==> src/rtl/extint_pkg.sv <==
// Package: shared register selectors and sizing for the external
// interrupt input conditioner.
// Assumes: register address is two bits wide.
package extint_pkg;

    localparam int unsigned REG_ADDR_W = 2;

    typedef enum logic [REG_ADDR_W-1:0] {
        SEL_FLAGS = 2'd0,
        SEL_TRIG  = 2'd1,
        SEL_POL   = 2'd2,
        SEL_RSVD  = 2'd3
    } reg_sel_e;

endpackage

==> src/rtl/extint_sync.sv <==
// Module: extint_sync
// Brings NUM_LINES asynchronous pins into the clock domain through a chain
// of STAGES flops per line.
// Assumes: the pins are slow compared with clk. RST_VAL gives the idle
// level that the chain shows during and right after reset.
module extint_sync #(
    parameter int unsigned NUM_LINES = 4,
    parameter int unsigned STAGES    = 2,
    parameter logic [NUM_LINES-1:0] RST_VAL = '1
) (
    input  logic                 clk,
    input  logic                 rst_n,
    input  logic [NUM_LINES-1:0] raw_i,
    output logic [NUM_LINES-1:0] sync_o
);

    logic [NUM_LINES-1:0] chain_q [STAGES];

    genvar g;
    generate
        for (g = 0; g < STAGES; g++) begin : g_stage
            if (g == 0) begin : g_first
                // First stage: capture the raw pins.
                always_ff @(posedge clk) begin
                    if (!rst_n) chain_q[g] <= RST_VAL;
                    else        chain_q[g] <= raw_i;
                end
            end else begin : g_next
                // Later stages: shift the previous stage along.
                always_ff @(posedge clk) begin
                    if (!rst_n) chain_q[g] <= RST_VAL;
                    else        chain_q[g] <= chain_q[g-1];
                end
            end
        end
    endgenerate

    assign sync_o = chain_q[STAGES-1];

endmodule

==> src/rtl/extint_trigger.sv <==
// Module: extint_trigger
// Per line, decides from the synchronised pin, the trigger-type bit and the
// polarity bit whether the pending flag must be set this cycle.
// Assumes: sync_i is already in the clock domain. The previous-sample flop
// resets to RST_VAL, matching the synchroniser, so reset causes no false edge.
module extint_trigger #(
    parameter int unsigned NUM_LINES = 4,
    parameter logic [NUM_LINES-1:0] RST_VAL = '1
) (
    input  logic                 clk,
    input  logic                 rst_n,
    input  logic [NUM_LINES-1:0] sync_i,
    input  logic [NUM_LINES-1:0] trig_edge_i,
    input  logic [NUM_LINES-1:0] pol_high_i,
    output logic [NUM_LINES-1:0] set_o
);

    logic [NUM_LINES-1:0] prev_q;

    // Keep last cycle's synchronised level for edge detection.
    always_ff @(posedge clk) begin
        if (!rst_n) prev_q <= RST_VAL;
        else        prev_q <= sync_i;
    end

    genvar g;
    generate
        for (g = 0; g < NUM_LINES; g++) begin : g_line
            logic rise, fall, edge_hit, level_hit;
            // Classify this line's activity against its programming.
            always_comb begin
                rise      = sync_i[g] & ~prev_q[g];
                fall      = ~sync_i[g] & prev_q[g];
                edge_hit  = pol_high_i[g] ? rise : fall;
                level_hit = pol_high_i[g] ? sync_i[g] : ~sync_i[g];
                set_o[g]  = trig_edge_i[g] ? edge_hit : level_hit;
            end
        end
    endgenerate

endmodule

==> src/rtl/extint_regs.sv <==
// Module: extint_regs
// Holds the trigger-type and polarity registers, turns flag writes into a
// per-line clear vector and multiplexes read data.
// Assumes: one write per reg_wr_en cycle. Reads have no side effects.
module extint_regs
    import extint_pkg::*;
#(
    parameter int unsigned NUM_LINES = 4
) (
    input  logic                  clk,
    input  logic                  rst_n,
    input  logic                  wr_en_i,
    input  logic [REG_ADDR_W-1:0] addr_i,
    input  logic [NUM_LINES-1:0]  wdata_i,
    input  logic [NUM_LINES-1:0]  flags_i,
    output logic [NUM_LINES-1:0]  trig_edge_o,
    output logic [NUM_LINES-1:0]  pol_high_o,
    output logic [NUM_LINES-1:0]  clr_o,
    output logic [NUM_LINES-1:0]  rdata_o
);

    reg_sel_e sel;
    assign sel = reg_sel_e'(addr_i);

    // Update the trigger-type register on writes to its address.
    always_ff @(posedge clk) begin
        if (!rst_n)                          trig_edge_o <= '0;
        else if (wr_en_i && sel == SEL_TRIG) trig_edge_o <= wdata_i;
    end

    // Update the polarity register on writes to its address.
    always_ff @(posedge clk) begin
        if (!rst_n)                         pol_high_o <= '0;
        else if (wr_en_i && sel == SEL_POL) pol_high_o <= wdata_i;
    end

    // Write-one-to-clear request toward the flag cells.
    always_comb begin
        clr_o = (wr_en_i && sel == SEL_FLAGS) ? wdata_i : '0;
    end

    // Read-data selection.
    always_comb begin
        unique case (sel)
            SEL_FLAGS: rdata_o = flags_i;
            SEL_TRIG:  rdata_o = trig_edge_o;
            SEL_POL:   rdata_o = pol_high_o;
            default:   rdata_o = '0;
        endcase
    end

endmodule

==> src/rtl/extint_flags.sv <==
// Module: extint_flags
// Sticky pending flags, one per line. A set request beats a clear request
// in the same cycle.
// Assumes: set_i is asserted for every cycle a level is active, and for
// one cycle per qualifying edge.
module extint_flags #(
    parameter int unsigned NUM_LINES = 4
) (
    input  logic                 clk,
    input  logic                 rst_n,
    input  logic [NUM_LINES-1:0] set_i,
    input  logic [NUM_LINES-1:0] clr_i,
    output logic [NUM_LINES-1:0] flag_o
);

    genvar g;
    generate
        for (g = 0; g < NUM_LINES; g++) begin : g_cell
            // Set has priority; otherwise hold unless cleared.
            always_ff @(posedge clk) begin
                if (!rst_n)        flag_o[g] <= 1'b0;
                else if (set_i[g]) flag_o[g] <= 1'b1;
                else if (clr_i[g]) flag_o[g] <= 1'b0;
            end
        end
    endgenerate

endmodule

==> src/rtl/extint_conditioner.sv <==
// Module: extint_conditioner (top)
// Conditions external interrupt pins into sticky request lines: synchroniser,
// trigger decision, pending flags and register port.
// Assumes: pins idle high while reset is applied, matching SYNC_RST_VAL.
module extint_conditioner
    import extint_pkg::*;
#(
    parameter int unsigned NUM_LINES    = 4,
    parameter int unsigned SYNC_STAGES  = 2,
    parameter logic [NUM_LINES-1:0] SYNC_RST_VAL = '1
) (
    input  logic                  clk,
    input  logic                  rst_n,
    input  logic [NUM_LINES-1:0]  pin_i,
    input  logic                  reg_wr_en,
    input  logic [REG_ADDR_W-1:0] reg_addr,
    input  logic [NUM_LINES-1:0]  reg_wdata,
    output logic [NUM_LINES-1:0]  reg_rdata,
    output logic [NUM_LINES-1:0]  irq_req
);

    logic [NUM_LINES-1:0] pin_sync;
    logic [NUM_LINES-1:0] trig_edge;
    logic [NUM_LINES-1:0] pol_high;
    logic [NUM_LINES-1:0] set_req;
    logic [NUM_LINES-1:0] clr_vec;
    logic [NUM_LINES-1:0] flag_q;

    extint_sync #(
        .NUM_LINES (NUM_LINES),
        .STAGES    (SYNC_STAGES),
        .RST_VAL   (SYNC_RST_VAL)
    ) sync_i (
        .clk    (clk),
        .rst_n  (rst_n),
        .raw_i  (pin_i),
        .sync_o (pin_sync)
    );

    extint_trigger #(
        .NUM_LINES (NUM_LINES),
        .RST_VAL   (SYNC_RST_VAL)
    ) trig_i (
        .clk         (clk),
        .rst_n       (rst_n),
        .sync_i      (pin_sync),
        .trig_edge_i (trig_edge),
        .pol_high_i  (pol_high),
        .set_o       (set_req)
    );

    extint_regs #(
        .NUM_LINES (NUM_LINES)
    ) regs_i (
        .clk         (clk),
        .rst_n       (rst_n),
        .wr_en_i     (reg_wr_en),
        .addr_i      (reg_addr),
        .wdata_i     (reg_wdata),
        .flags_i     (flag_q),
        .trig_edge_o (trig_edge),
        .pol_high_o  (pol_high),
        .clr_o       (clr_vec),
        .rdata_o     (reg_rdata)
    );

    extint_flags #(
        .NUM_LINES (NUM_LINES)
    ) flags_i (
        .clk    (clk),
        .rst_n  (rst_n),
        .set_i  (set_req),
        .clr_i  (clr_vec),
        .flag_o (flag_q)
    );

    // Request lines are the pending flags.
    assign irq_req = flag_q;

endmodule

==> config.mk <==
export PLATFORM = sky130hd
export DESIGN_NAME = extint_conditioner
export DESIGN_NICKNAME = d
export VERILOG_FILES = /design/src/rtl/extint_pkg.sv /design/src/rtl/extint_sync.sv /design/src/rtl/extint_trigger.sv /design/src/rtl/extint_regs.sv /design/src/rtl/extint_flags.sv /design/src/rtl/extint_conditioner.sv
export SDC_FILE = /design/constraint.sdc
export NUM_CORES = 1
export LEC_CHECK = 0
export BUFFER_PORTS_ARGS = -buffer_cell sky130_fd_sc_hd__buf_2
export CAP_MARGIN = 10
export CORE_MARGIN = 10
export CORE_UTILIZATION = 52
export DETAILED_ROUTE_END_ITERATION = 10
export PLACE_DENSITY = 0.76
export SLEW_MARGIN = 40
export SYNTH_ARGS = -nofsm -noshare
export SYNTH_HDL_FRONTEND = slang
export SYNTH_SLANG_ARGS = --single-unit
==> constraint.sdc <==
create_clock -name clk -period 1.52 [get_ports clk]
set_clock_uncertainty 0.15 [all_clocks]
set_input_delay 0.304 -clock clk [delete_from_list [all_inputs] [get_ports clk]]
set_output_delay 0.304 -clock clk [all_outputs]
set_load 0.02 [all_outputs]
==> Yosys cells after proc, flatten, opt, wreduce, memory -nomap -nowiden <==
Memories as Yosys holds them, arrays and structs flattened.
Cells that the tools add are included.
{ "totals": {"n_memories": 1, "ff_bits": 16, "wordCells": 62, "output_inout_bits": 8, "ram_bits": 8} }
{ "op_classes": {"n_eq_ne": 2, "n_reduce_logical": 8, "mux": 26, "bitwise": 18} }
{ "memory_table": {"columns": ["memory", "words", "width", "read_ports", "rd_ports_with_merged_regs", "wr", "line", "rtl"], "rows": [
  ["sync_i.chain_q", 2, 4, 2, 0, 2, "extint_sync.sv:17", "logic [NUM_LINES-1:0] chain_q [STAGES];"]
]} }
{ "op_table": {"columns": ["op", "count"], "rows": [
  ["1-bit 2-to-1 mux", 22],
  ["4-bit 2-to-1 mux", 3],
  ["4-bit one-hot mux with 3 select lines", 1],
  ["1-bit AND", 8],
  ["1-bit NOT", 8],
  ["2-bit nonzero test", 4],
  ["1-bit logical AND", 3],
  ["2-bit by 1-bit equality test with 1-bit output (second input constant)", 1],
  ["2-bit equality test (second input constant)", 1],
  ["2-bit zero test", 1],
  ["1-bit OR", 2]
]} }

==> Logic depth before layout (Yosys ltp) <==
Gate-level depths: netlist (run 1).
{ "logic_depth": {"word_depth": 5, "depth_mapped": 5, "mapped_depth_nobuf": 3} }

==> Cells and area by module <==
Synthesis (run 1) repeated with hierarchy kept, for this count alone.
{ "unflattened": {"hier_cells": 99, "area_unflattened_um2": 1059.8} }
{ "by_module_without_submodules": {"columns": ["mod", "instances", "seq_area_each_um2", "area_each_um2", "cells_each"], "rows": [
  ["extint_regs", 1, 160.2, 474.2, 47],
  ["extint_sync", 1, 160.2, 210.2, 16],
  ["extint_trigger", 1, 80.1, 210.2, 24],
  ["extint_flags", 1, 80.1, 165.2, 12]
]} }

==> Least setup slack after synthesis (run 1) <==
OpenSTA, ideal clock, no wires.
{ "synth_timing": {"kind": "input port to output port", "from": "input reg_addr[1]", "to": "output reg_rdata[0]", "arrival_time_ns": 1.027, "setup_slack_ns": 0.039, "path_buffers": 1, "path_stages": 3, "cell_sequence": "buf_6 mux2i_1 o21ai_0"} }
{ "synth_between": {"elab_chain_cells": 2, "elab_cells_between_ends": 4, "classes_between": "2 x eq/ne; 1 x mux; 1 x reduce/logical"} }
{ "synth_rtl": {"columns": ["item", "line", "rtl"], "rows": [
  ["start, declared", "extint_conditioner.sv:16", "input logic [REG_ADDR_W-1:0] reg_addr,"],
  ["2-bit equality test (tied with other cells)", "extint_regs.sv:44", "unique case (sel)"],
  ["4-bit one-hot mux with 3 select lines (*)", "extint_regs.sv:44", null],
  ["end, declared", "extint_conditioner.sv:18", "output logic [NUM_LINES-1:0] reg_rdata,"]
]} }
Every way passes the cells marked *; elsewhere a longest branch is shown, timed or not.

==> Final worst setup path (run 1) <==
{ "layout_timing": {"from": "register regs_i.pol_high_o[0]", "to": "output reg_rdata[0]"} }
{ "layout_between": {"elab_chain_cells": 1} }
{ "layout_rtl": {"columns": ["item", "line", "rtl"], "rows": [
  ["start, declared", "extint_regs.sv:17", "output logic [NUM_LINES-1:0] pol_high_o,"],
  ["start signal, assigned", "extint_regs.sv:34", "else if (wr_en_i && sel == SEL_POL) pol_high_o <= wdata_i;"],
  ["4-bit one-hot mux with 3 select lines", "extint_regs.sv:44", null]
]} }
No other way between the ends.

==> impl_metrics.csv, run 1 <==
group,metric,value,unit
global_route,grt_overflow,0,
drt,vias,756,
logic_synthesis,syn_inst,102,
floorplanning,std_cell_rows,15,
global_route,grt_first_pass_wirelength,3220,microns
logic_synthesis,ys_types,19,
setup_path,slowest_stage,"dfxtp_4",
drt,vias_per_cell,5.01,
timing,setup_violations,0,
floorplanning,core_area,1780,sq um
power_and_ir_drop,p_per_area,921,nW/um^2
place,pre_cts_slack,0.0443,ns
logic_synthesis,synth_top_area_share,47.9,%
timing,setup_slack,0.0204,ns
timing,post-route-period-util,98.7,%
timing,max_clock_freq,667,MHz
global_route,antenna_found_initial,0,
logic_synthesis,post-synth-top-count-cell,"dfxtp_1",
timing,worst_slew_pin_slew,0.381,ns
clock_tree,clock_latency,0.30,ns
power_and_ir_drop,power.share.sequential,61.7,%
setup_path,crit_chain,"mux2i_1 > o21ai_1 > buf_4",
layout,stdcell_count,151,
power_and_ir_drop,clkPwrFrac,23.9,%
min_path,hold_path_class,"in2reg",
setup_path,end_kind,"output pin",
logic_synthesis,yosysSeqAreaShare,47.9,%
layout,final_nets,141,
logic_synthesis,synth_area,1000,sq um
setup_path,critical_path.top_delay_family,"flip-flops",
layout,n_antenna_cell,0,
power_and_ir_drop,comb_power_share,14.4,%
logic_synthesis,syn_nets,115,
place,io_buffers,20,
setup_path,critPathLaunchType,"flop",
clock_tree,numClockSinks,24,
timing,rsz0062_at_grt,"true",
power_and_ir_drop,p_sw_share,24.2,%
layout,design_area,1190,sq um
clock_tree,htree_levels,1,
layout,drive_above_1_share,34.9,%
clock_tree,clockBufferDepth,2,
drt,detail_route.wl_per_cell,12.6,microns
floorplanning,start_util,56.3,%
run,drv_cap,0,
logic_synthesis,synth_edf_count,0,
timing,slew_headroom,74.6,%
setup_path,critPathKind,"reg2out",
place,dp_hpwl,1340,microns
run_status,outcome,"complete, no violations",
setup_path,arrival,1.05,ns
floorplanning,die_x,63.9,microns
setup_path,cp_max_fo,4,
power_and_ir_drop,total_power,1.09,mW
setup_path,cp.required,1.07,ns
timing,slew_violations,0,
place,place_area,1110,sq um
logic_synthesis,yosysWarnings,0,
power_and_ir_drop,power.internal,829,uW
drt,remaining_drc_errors,0,
timing,finalHoldWorstSlack,0.0199,ns
logic_synthesis,yosysTopAreaCell,"dfxtp_1",
drt,drt_first_pass_iters,4,
layout,fill_cells,149,
logic_synthesis,synth_common_cells,"24 x dfxtp_1, 16 x nand2_1, 12 x nand2b_1, 8 x mux2i_1, 8 x xnor2_1",
drt,drt_iter0_drc,12,
logic_synthesis,synth_area_leaders,"dfxtp_1 48%, mux2i_1 8.0%, nand2b_1 7.5%",
layout,area_growth,18.5,%
power_and_ir_drop,ir_worst_vdd,0.611,mV
power_and_ir_drop,p_leak,0.510,nW
place,gp_congestion,0.801,
floorplanning,dieArea,4090,sq um
timing,min_period,1.50,ns
layout,final_core_util,66.7,%
clock_tree,root_buffer,"clkbuf_4",
drt,drt_wl_total,1900,microns
setup_path,max_stage_delay,0.38,ns
power_and_ir_drop,p_sw,265,uW
floorplanning,die_h,63.9,microns
logic_synthesis,async_flop_share,0,%
timing,hold_viol,0,
clock_tree,cts_tree,"built",
drt,ant_nets,0,
timing,setup_tns,0,ns
clock_tree,clk_pin_slew,0.12,ns
place,dp_cells,143,
global_route,grt_max_degree,26,
floorplanning,io_pins,21,
clock_tree,cts_buffers,3,
logic_synthesis,postSynthAreaPerCell,9.84,sq um
logic_synthesis,synth_ff_type,"dfxtp_1",
setup_path,critPathBufInv,1,
global_route,grt_usage,9.46,%
clock_tree,hold_buffers,0,
logic_synthesis,synth-seq-cells,24,
global_route,grt_pass1_vias,803,
kinds of logic (layout without fill, tap and decap cells):
family,after synthesis,after routing,share of synthesized area [%]
buf+inv,6,30,4.24
flops,24,24,47.9
simple gates,40,40,22.4
xor+xnor,8,8,6.98
mux,8,8,7.98
compound gates,16,16,10.5
cell type report:
cell class              instances  area, sq um  area share (%)
multi-input cells              72          480            40.4
clock buffers                   3         22.5            1.89
repair buffers                 27          163            13.7
well taps                      25         31.3            2.63
flip-flops and latches         24          492            41.4
power groups by stage:
stage	Clock, mW	Sequential (mW)	Combinational, mW
finish	0.262	0.675	0.158
global route	0.306	0.679	0.175
CTS	0.272	0.675	0.155
detailed placement	0	0.691	0.146
global placement	0	0.690	0.144
floorplan	0	0.700	0.0928
cells in the final DEF, fill, tap and decap left out:
cell	synthesis	layout
a21boi_0	4	4
buf_4	1	11
buf_2	1	16
mux2i_1	8	8
dfxtp_4	0	1
nand3_1	4	4
nor2b_1	4	4
clkbuf_4	0	3
xnor2_1	8	8
nand2_1	16	16
nand3b_1	1	1
o21ai_1	0	4
nor2b_4	1	1
dfxtp_2	0	6
dfxtp_1	24	17
a31o_2	4	4
a21oi_1	4	4
nor3b_2	1	1
nand3b_2	1	1
nand2b_1	12	12
routing by layer:
layer,vias to the layer above,share of wire [%],track usage (%),wire length [microns]
met5,-,0,0,0
met4,0,0.69,4.37,13
met3,2,4.8,3.83,91
met2,13,49,16.7,936
met1,353,45,9.52,854
li1,388,-,-,-
final timing paths:
| path | cells after the start | from | slack, ns | endpoint |
|---|---|---|---|---|
| worst max-delay path | 3 | regs_i.pol_high_o[0]$_SDFFE_PN0P_ | 0.02 | reg_rdata[0] |
| worst min-delay path | 2 | pin_i[3] | 0.02 | sync_i.chain_q[0][3]$_SDFF_PN1_ |
| worst max register to register | 4 | regs_i.pol_high_o[0]$_SDFFE_PN0P_ | 0.29 | flags_i.flag_o[0]$_SDFFE_PN0P_ |
| worst min register to register | 1 | sync_i.chain_q[0][3]$_SDFF_PN1_ | 0.27 | sync_i.chain_q[1][3]$_SDFF_PN1_ |
timing repair:
item	in CTS	in global routing
buffers inserted	3	2
pin swaps	0	2
endpoints found under the setup margin	4	4
resized for setup	10	6
hold endpoints to repair	0	0
sequential cells by signal, indices dropped and copies added (netlist names):
| name | count |
|---|---|
| flags_i.flag_o | 4 |
| sync_i.chain_q | 8 |
| regs_i.trig_edge_o | 4 |
| regs_i.pol_high_o | 4 |
| trig_i.prev_q | 4 |
Note: power is estimated with default switching activity, not from simulation.
==> inputs of run 2 (changes only) <==
Settings changed: REMOVE_ABC_BUFFERS from default to 1.
==> run 2 against run 1 <==
Utilization rose by 1.7 points. First-iteration DRC count rose by 17%. Critical path depth did not move. Clock-buffer cell count rose by 1. Worst setup slack got worse by 0.0050 ns. Flip-flop and latch count did not move. Routed wire length rose by 3.1%. Final cell count rose by 1.3%. Largest cell class unchanged.
==> impl_metrics.csv, run 2 (synthesis results as in run 1) <==
group,metric,value,unit
setup_path,slowest_stage,"dfxtp_4",
clock_tree,htree_levels,1,
setup_path,critPathBufInv,1,
clock_tree,clockBufferDepth,2,
setup_path,cp_max_fo,2,
floorplanning,die_h,63.9,microns
setup_path,critical_path.top_delay_family,"flip-flops",
setup_path,critPathLaunchType,"flop",
setup_path,max_stage_delay,0.36,ns
min_path,hold_path_class,"in2reg",
timing,setup_violations,0,
timing,min_period,1.50,ns
layout,final_core_util,68.4,%
clock_tree,clock_latency,0.31,ns
power_and_ir_drop,p_per_area,950,nW/um^2
timing,setup_slack,0.0155,ns
drt,drt_wl_total,1950,microns
setup_path,arrival,1.05,ns
clock_tree,clk_pin_slew,0.12,ns
drt,remaining_drc_errors,0,
drt,vias_per_cell,4.94,
drt,ant_nets,0,
layout,area_growth,21.4,%
timing,post-route-period-util,99.0,%
drt,drt_iter0_drc,14,
setup_path,cp.required,1.07,ns
timing,rsz0062_at_grt,"true",
global_route,grt_overflow,0,
layout,final_common_cell,"dfxtp_1",
place,gp_congestion,0.768,
global_route,grt_max_degree,26,
floorplanning,core_area,1780,sq um
setup_path,end_kind,"output pin",
run_status,outcome,"complete, no violations",
floorplanning,start_util,56.3,%
timing,max_clock_freq,665,MHz
floorplanning,dieArea,4090,sq um
floorplanning,io_pins,21,
timing,slew_violations,0,
place,io_buffers,20,
power_and_ir_drop,p_sw_share,23.6,%
global_route,grt_pass1_vias,743,
layout,final_nets,142,
layout,largest_register_ffs,8,
drt,detail_route.wl_per_cell,12.8,microns
power_and_ir_drop,p_sw,273,uW
layout,multiInputGateArea,483,sq um
power_and_ir_drop,p_leak,0.526,nW
power_and_ir_drop,power.internal,884,uW
clock_tree,cts_tree,"built",
timing,finalHoldWorstSlack,0.0156,ns
clock_tree,numClockSinks,24,
place,place_area,1120,sq um
power_and_ir_drop,comb_power_share,14.1,%
floorplanning,die_x,63.9,microns
place,dp_hpwl,1450,microns
power_and_ir_drop,ir_worst_vdd,0.995,mV
clock_tree,root_buffer,"clkbuf_4",
power_and_ir_drop,clkPwrFrac,27.6,%
drt,drt_first_pass_iters,4,
clock_tree,cts_buffers,3,
run,drv_cap,0,
timing,hold_viol,0,
timing,slew_headroom,73.3,%
timing,worst_slew_pin_slew,0.400,ns
place,pre_cts_slack,0.0324,ns
layout,max_flop_register,"sync_i.chain_q",
drt,vias,756,
power_and_ir_drop,power.share.sequential,58.2,%
layout,fill_cells,141,
setup_path,critPathKind,"reg2out",
setup_path,crit_chain,"mux2i_1 > o21ai_1 > buf_4",
global_route,grt_usage,9.65,%
layout,drive_above_1_share,37.5,%
floorplanning,std_cell_rows,15,
layout,regArea,495,sq um
global_route,antenna_found_initial,0,
layout,final_cell_mix,"16 x dfxtp_1, 15 x nand2_1, 15 x buf_2, 12 x nand2b_1, 12 x buf_4",
global_route,grt_first_pass_wirelength,3260,microns
layout,design_area,1220,sq um
layout,n_antenna_cell,0,
-- run 2: cell count changes in the layout (fill, tap and decap cells not counted), sizes merged --
cell    delta
clkbuf     +2
-- run 2: area by class of cell --
type / instances / share of cell area (%)
Sequential cell: 24 / 40.7
Clock buffer: 4 / 2.98
Timing Repair Buffer: 28 / 14.2
Tap cell: 25 / 2.57
Multi-Input combinational cell: 72 / 39.6
-- run 2: repair_timing --
item / 4_1_cts / 5_1_grt
hold buffers: 0 / 0
buffers inserted: 3 / 1
endpoints found under the setup margin: 4 / 4
gates resized for setup: 12 / 9
hold endpoints to repair: 0 / 0
-- run 2: path summary, 6_finish.rpt --
check	slack, ns	start	cells past startpoint	endpoint
min reg2reg	0.27	sync_i.chain_q[0][0]$_SDFF_PN1_	1	sync_i.chain_q[1][0]$_SDFF_PN1_
min	0.02	pin_i[0]	2	sync_i.chain_q[0][0]$_SDFF_PN1_
max reg2reg	0.32	regs_i.pol_high_o[1]$_SDFFE_PN0P_	4	flags_i.flag_o[1]$_SDFFE_PN0P_
max	0.02	regs_i.pol_high_o[3]$_SDFFE_PN0P_	3	reg_rdata[3]
-- run 2: stage by stage --
stage	cells	power, mW	TNS (ns)
6_report	153	1.16	0
5_1_grt	153	1.21	-0.137
4_1_cts	152	1.16	-0.0301
3_5_place_dp	145	0.842	0
3_3_place_gp	145	0.837	0
2_1_floorplan	96	0.770	0
-- run 2: power groups by stage --
stage               clock (mW)  sequential [mW]  combinational [mW]
global route             0.352            0.679               0.180
CTS                      0.328            0.674               0.160
detailed placement           0            0.692               0.151
floorplan                    0            0.700              0.0708
global placement             0            0.690               0.147
finish                   0.320            0.674               0.163
-- run 2: routing by layer --
layer	track usage (%)	share of wire, %	up-vias
met3	3.31	6.9	5
met5	0	0	-
li1	-	-	390
met2	15.9	47	17
met4	4.92	2.2	0
met1	10.8	44	344
-- run 2: worst register-to-register path, delay by kind of cell, from the launching register on --
family | cells | cell delay (ns)
compound gates | 1 | 0.24
flops | 1 | 0.36
simple gates | 1 | 0.07
buf+inv | 1 | 0.14
xor+xnor | 1 | 0.15
==> inputs of run 3 (changes only) <==
Settings changed: CORE_UTILIZATION 52 to 40, PLACE_DENSITY 0.76 to 0.61.
==> run 3 against run 2 <==
Sequential share of layout area decreased by 1.9 points. Final cell count increased by 7.8%. Global-route usage decreased by 0.99 points. Total power increased by 2.4%. Routed wire length increased by 1.3%. Largest power group unchanged.
==> impl_metrics.csv, run 3 (synthesis results as in run 1) <==
group,metric,value,unit
setup_path,critPathKind,"reg2out",
global_route,antenna_found_initial,0,
power_and_ir_drop,clkPwrFrac,28.4,%
timing,slew_headroom,74.7,%
layout,multiInputGateArea,480,sq um
drt,detail_route.wl_per_cell,12.0,microns
floorplanning,die_h,70.1,microns
setup_path,end_kind,"output pin",
power_and_ir_drop,p_sw,289,uW
clock_tree,clk_pin_slew,0.13,ns
timing,rsz0062_at_grt,"true",
drt,vias_per_cell,4.83,
layout,final_cell_mix,"17 x buf_4, 16 x nand2_1, 16 x buf_2, 16 x dfxtp_1, 12 x nand2b_1",
layout,max_flop_register,"sync_i.chain_q",
timing,finalHoldWorstSlack,0.0112,ns
timing,post-route-period-util,98.4,%
timing,setup_violations,0,
power_and_ir_drop,comb_power_share,14.8,%
setup_path,critPathLaunchType,"flop",
drt,drt_wl_total,1980,microns
floorplanning,dieArea,4910,sq um
clock_tree,clock_latency,0.31,ns
power_and_ir_drop,power.share.sequential,56.8,%
power_and_ir_drop,p_sw_share,24.4,%
power_and_ir_drop,power.internal,896,uW
global_route,grt_max_degree,25,
global_route,grt_overflow,0,
layout,drive_above_1_share,38.5,%
power_and_ir_drop,p_per_area,928,nW/um^2
layout,final_core_util,52.5,%
clock_tree,clockBufferDepth,2,
floorplanning,core_area,2430,sq um
setup_path,cp_max_fo,2,
layout,fill_cells,243,
global_route,grt_first_pass_wirelength,3590,microns
place,dp_hpwl,1470,microns
drt,drt_first_pass_iters,4,
floorplanning,start_util,41.3,%
clock_tree,root_buffer,"clkbuf_4",
run,drv_cap,0,
floorplanning,die_x,70.1,microns
drt,remaining_drc_errors,0,
drt,vias,797,
global_route,grt_pass1_vias,802,
layout,design_area,1280,sq um
clock_tree,htree_levels,1,
floorplanning,std_cell_rows,18,
clock_tree,cts_buffers,3,
floorplanning,io_pins,21,
min_path,hold_path_class,"in2reg",
timing,hold_viol,0,
layout,final_common_cell,"buf_4",
power_and_ir_drop,p_leak,0.556,nW
layout,area_growth,27.3,%
run_status,outcome,"complete, no violations",
place,place_area,1160,sq um
timing,worst_slew_pin_slew,0.380,ns
clock_tree,numClockSinks,24,
power_and_ir_drop,ir_worst_vdd,0.476,mV
global_route,grt_usage,8.66,%
timing,max_clock_freq,669,MHz
layout,largest_register_ffs,8,
layout,regArea,495,sq um
timing,slew_violations,0,
setup_path,arrival,1.04,ns
layout,n_antenna_cell,0,
clock_tree,cts_tree,"built",
layout,final_nets,149,
timing,min_period,1.50,ns
setup_path,cp.required,1.07,ns
place,gp_congestion,0.753,
drt,drt_iter0_drc,40,
place,io_buffers,20,
drt,ant_nets,0,
-- run 3: through the flow --
| step | cells | power (mW) | TNS [ns] | setup slack, ns |
|---|---|---|---|---|
| after floorplan | 96 | 0.770 | 0 | 0.0479 |
| after global placement | 154 | 0.846 | 0 | 0.0770 |
| after detailed placement | 154 | 0.849 | 0 | 0.0557 |
| after CTS | 163 | 1.19 | 0 | 0.00150 |
| after global routing | 165 | 1.25 | -0.160 | -0.0531 |
| final | 165 | 1.19 | 0 | 0.0243 |
-- run 3: final cells by class --
class                           instances  share of cell area [%]
Sequential cell                        24                    38.8
Multi-Input combinational cell         72                    37.6
Timing Repair Buffer                   35                    17.8
Tap cell                               30                    2.94
Clock buffer                            4                    2.84
-- run 3: power groups by stage --
stage | clock (mW) | sequential (mW) | combinational, mW
2_1_floorplan | 0 | 0.700 | 0.0708
3_3_place_gp | 0 | 0.691 | 0.155
3_5_place_dp | 0 | 0.692 | 0.158
4_1_cts | 0.347 | 0.674 | 0.172
5_1_grt | 0.378 | 0.678 | 0.196
6_report | 0.336 | 0.673 | 0.176
-- run 3: layer usage --
metal	wire (microns)	global-route usage, %
met4	35	4.39
met5	0	0
met2	892	13.5
met1	944	10.5
met3	108	2.54
-- run 3: path summary, 6_finish.rpt --
check	start	to	slack (ns)	depth (start not counted)
setup reg to reg	regs_i.pol_high_o[3]$_SDFFE_PN0P_	flags_i.flag_o[3]$_SDFFE_PN0P_	0.33	4
hold reg to reg	sync_i.chain_q[0][1]$_SDFF_PN1_	sync_i.chain_q[1][1]$_SDFF_PN1_	0.28	1
hold / removal	pin_i[3]	sync_i.chain_q[0][3]$_SDFF_PN1_	0.01	2
setup / recovery	regs_i.pol_high_o[2]$_SDFFE_PN0P_	reg_rdata[2]	0.02	3
-- run 3: what timing repair did --
action | CTS | global route
hold buffers | 0 | 2
resized for setup | 13 | 5
hold endpoints to repair | 0 | 2
pin swaps | 0 | 0
buffers inserted | 5 | 0
setup endpoints to repair | 4 | 4
-- run 3: critical path, stage by stage, from the launching register on --
cell and delay (ns):
dfxtp_4 0.37, mux2i_1 0.13, o21ai_1 0.07, buf_4 0.16
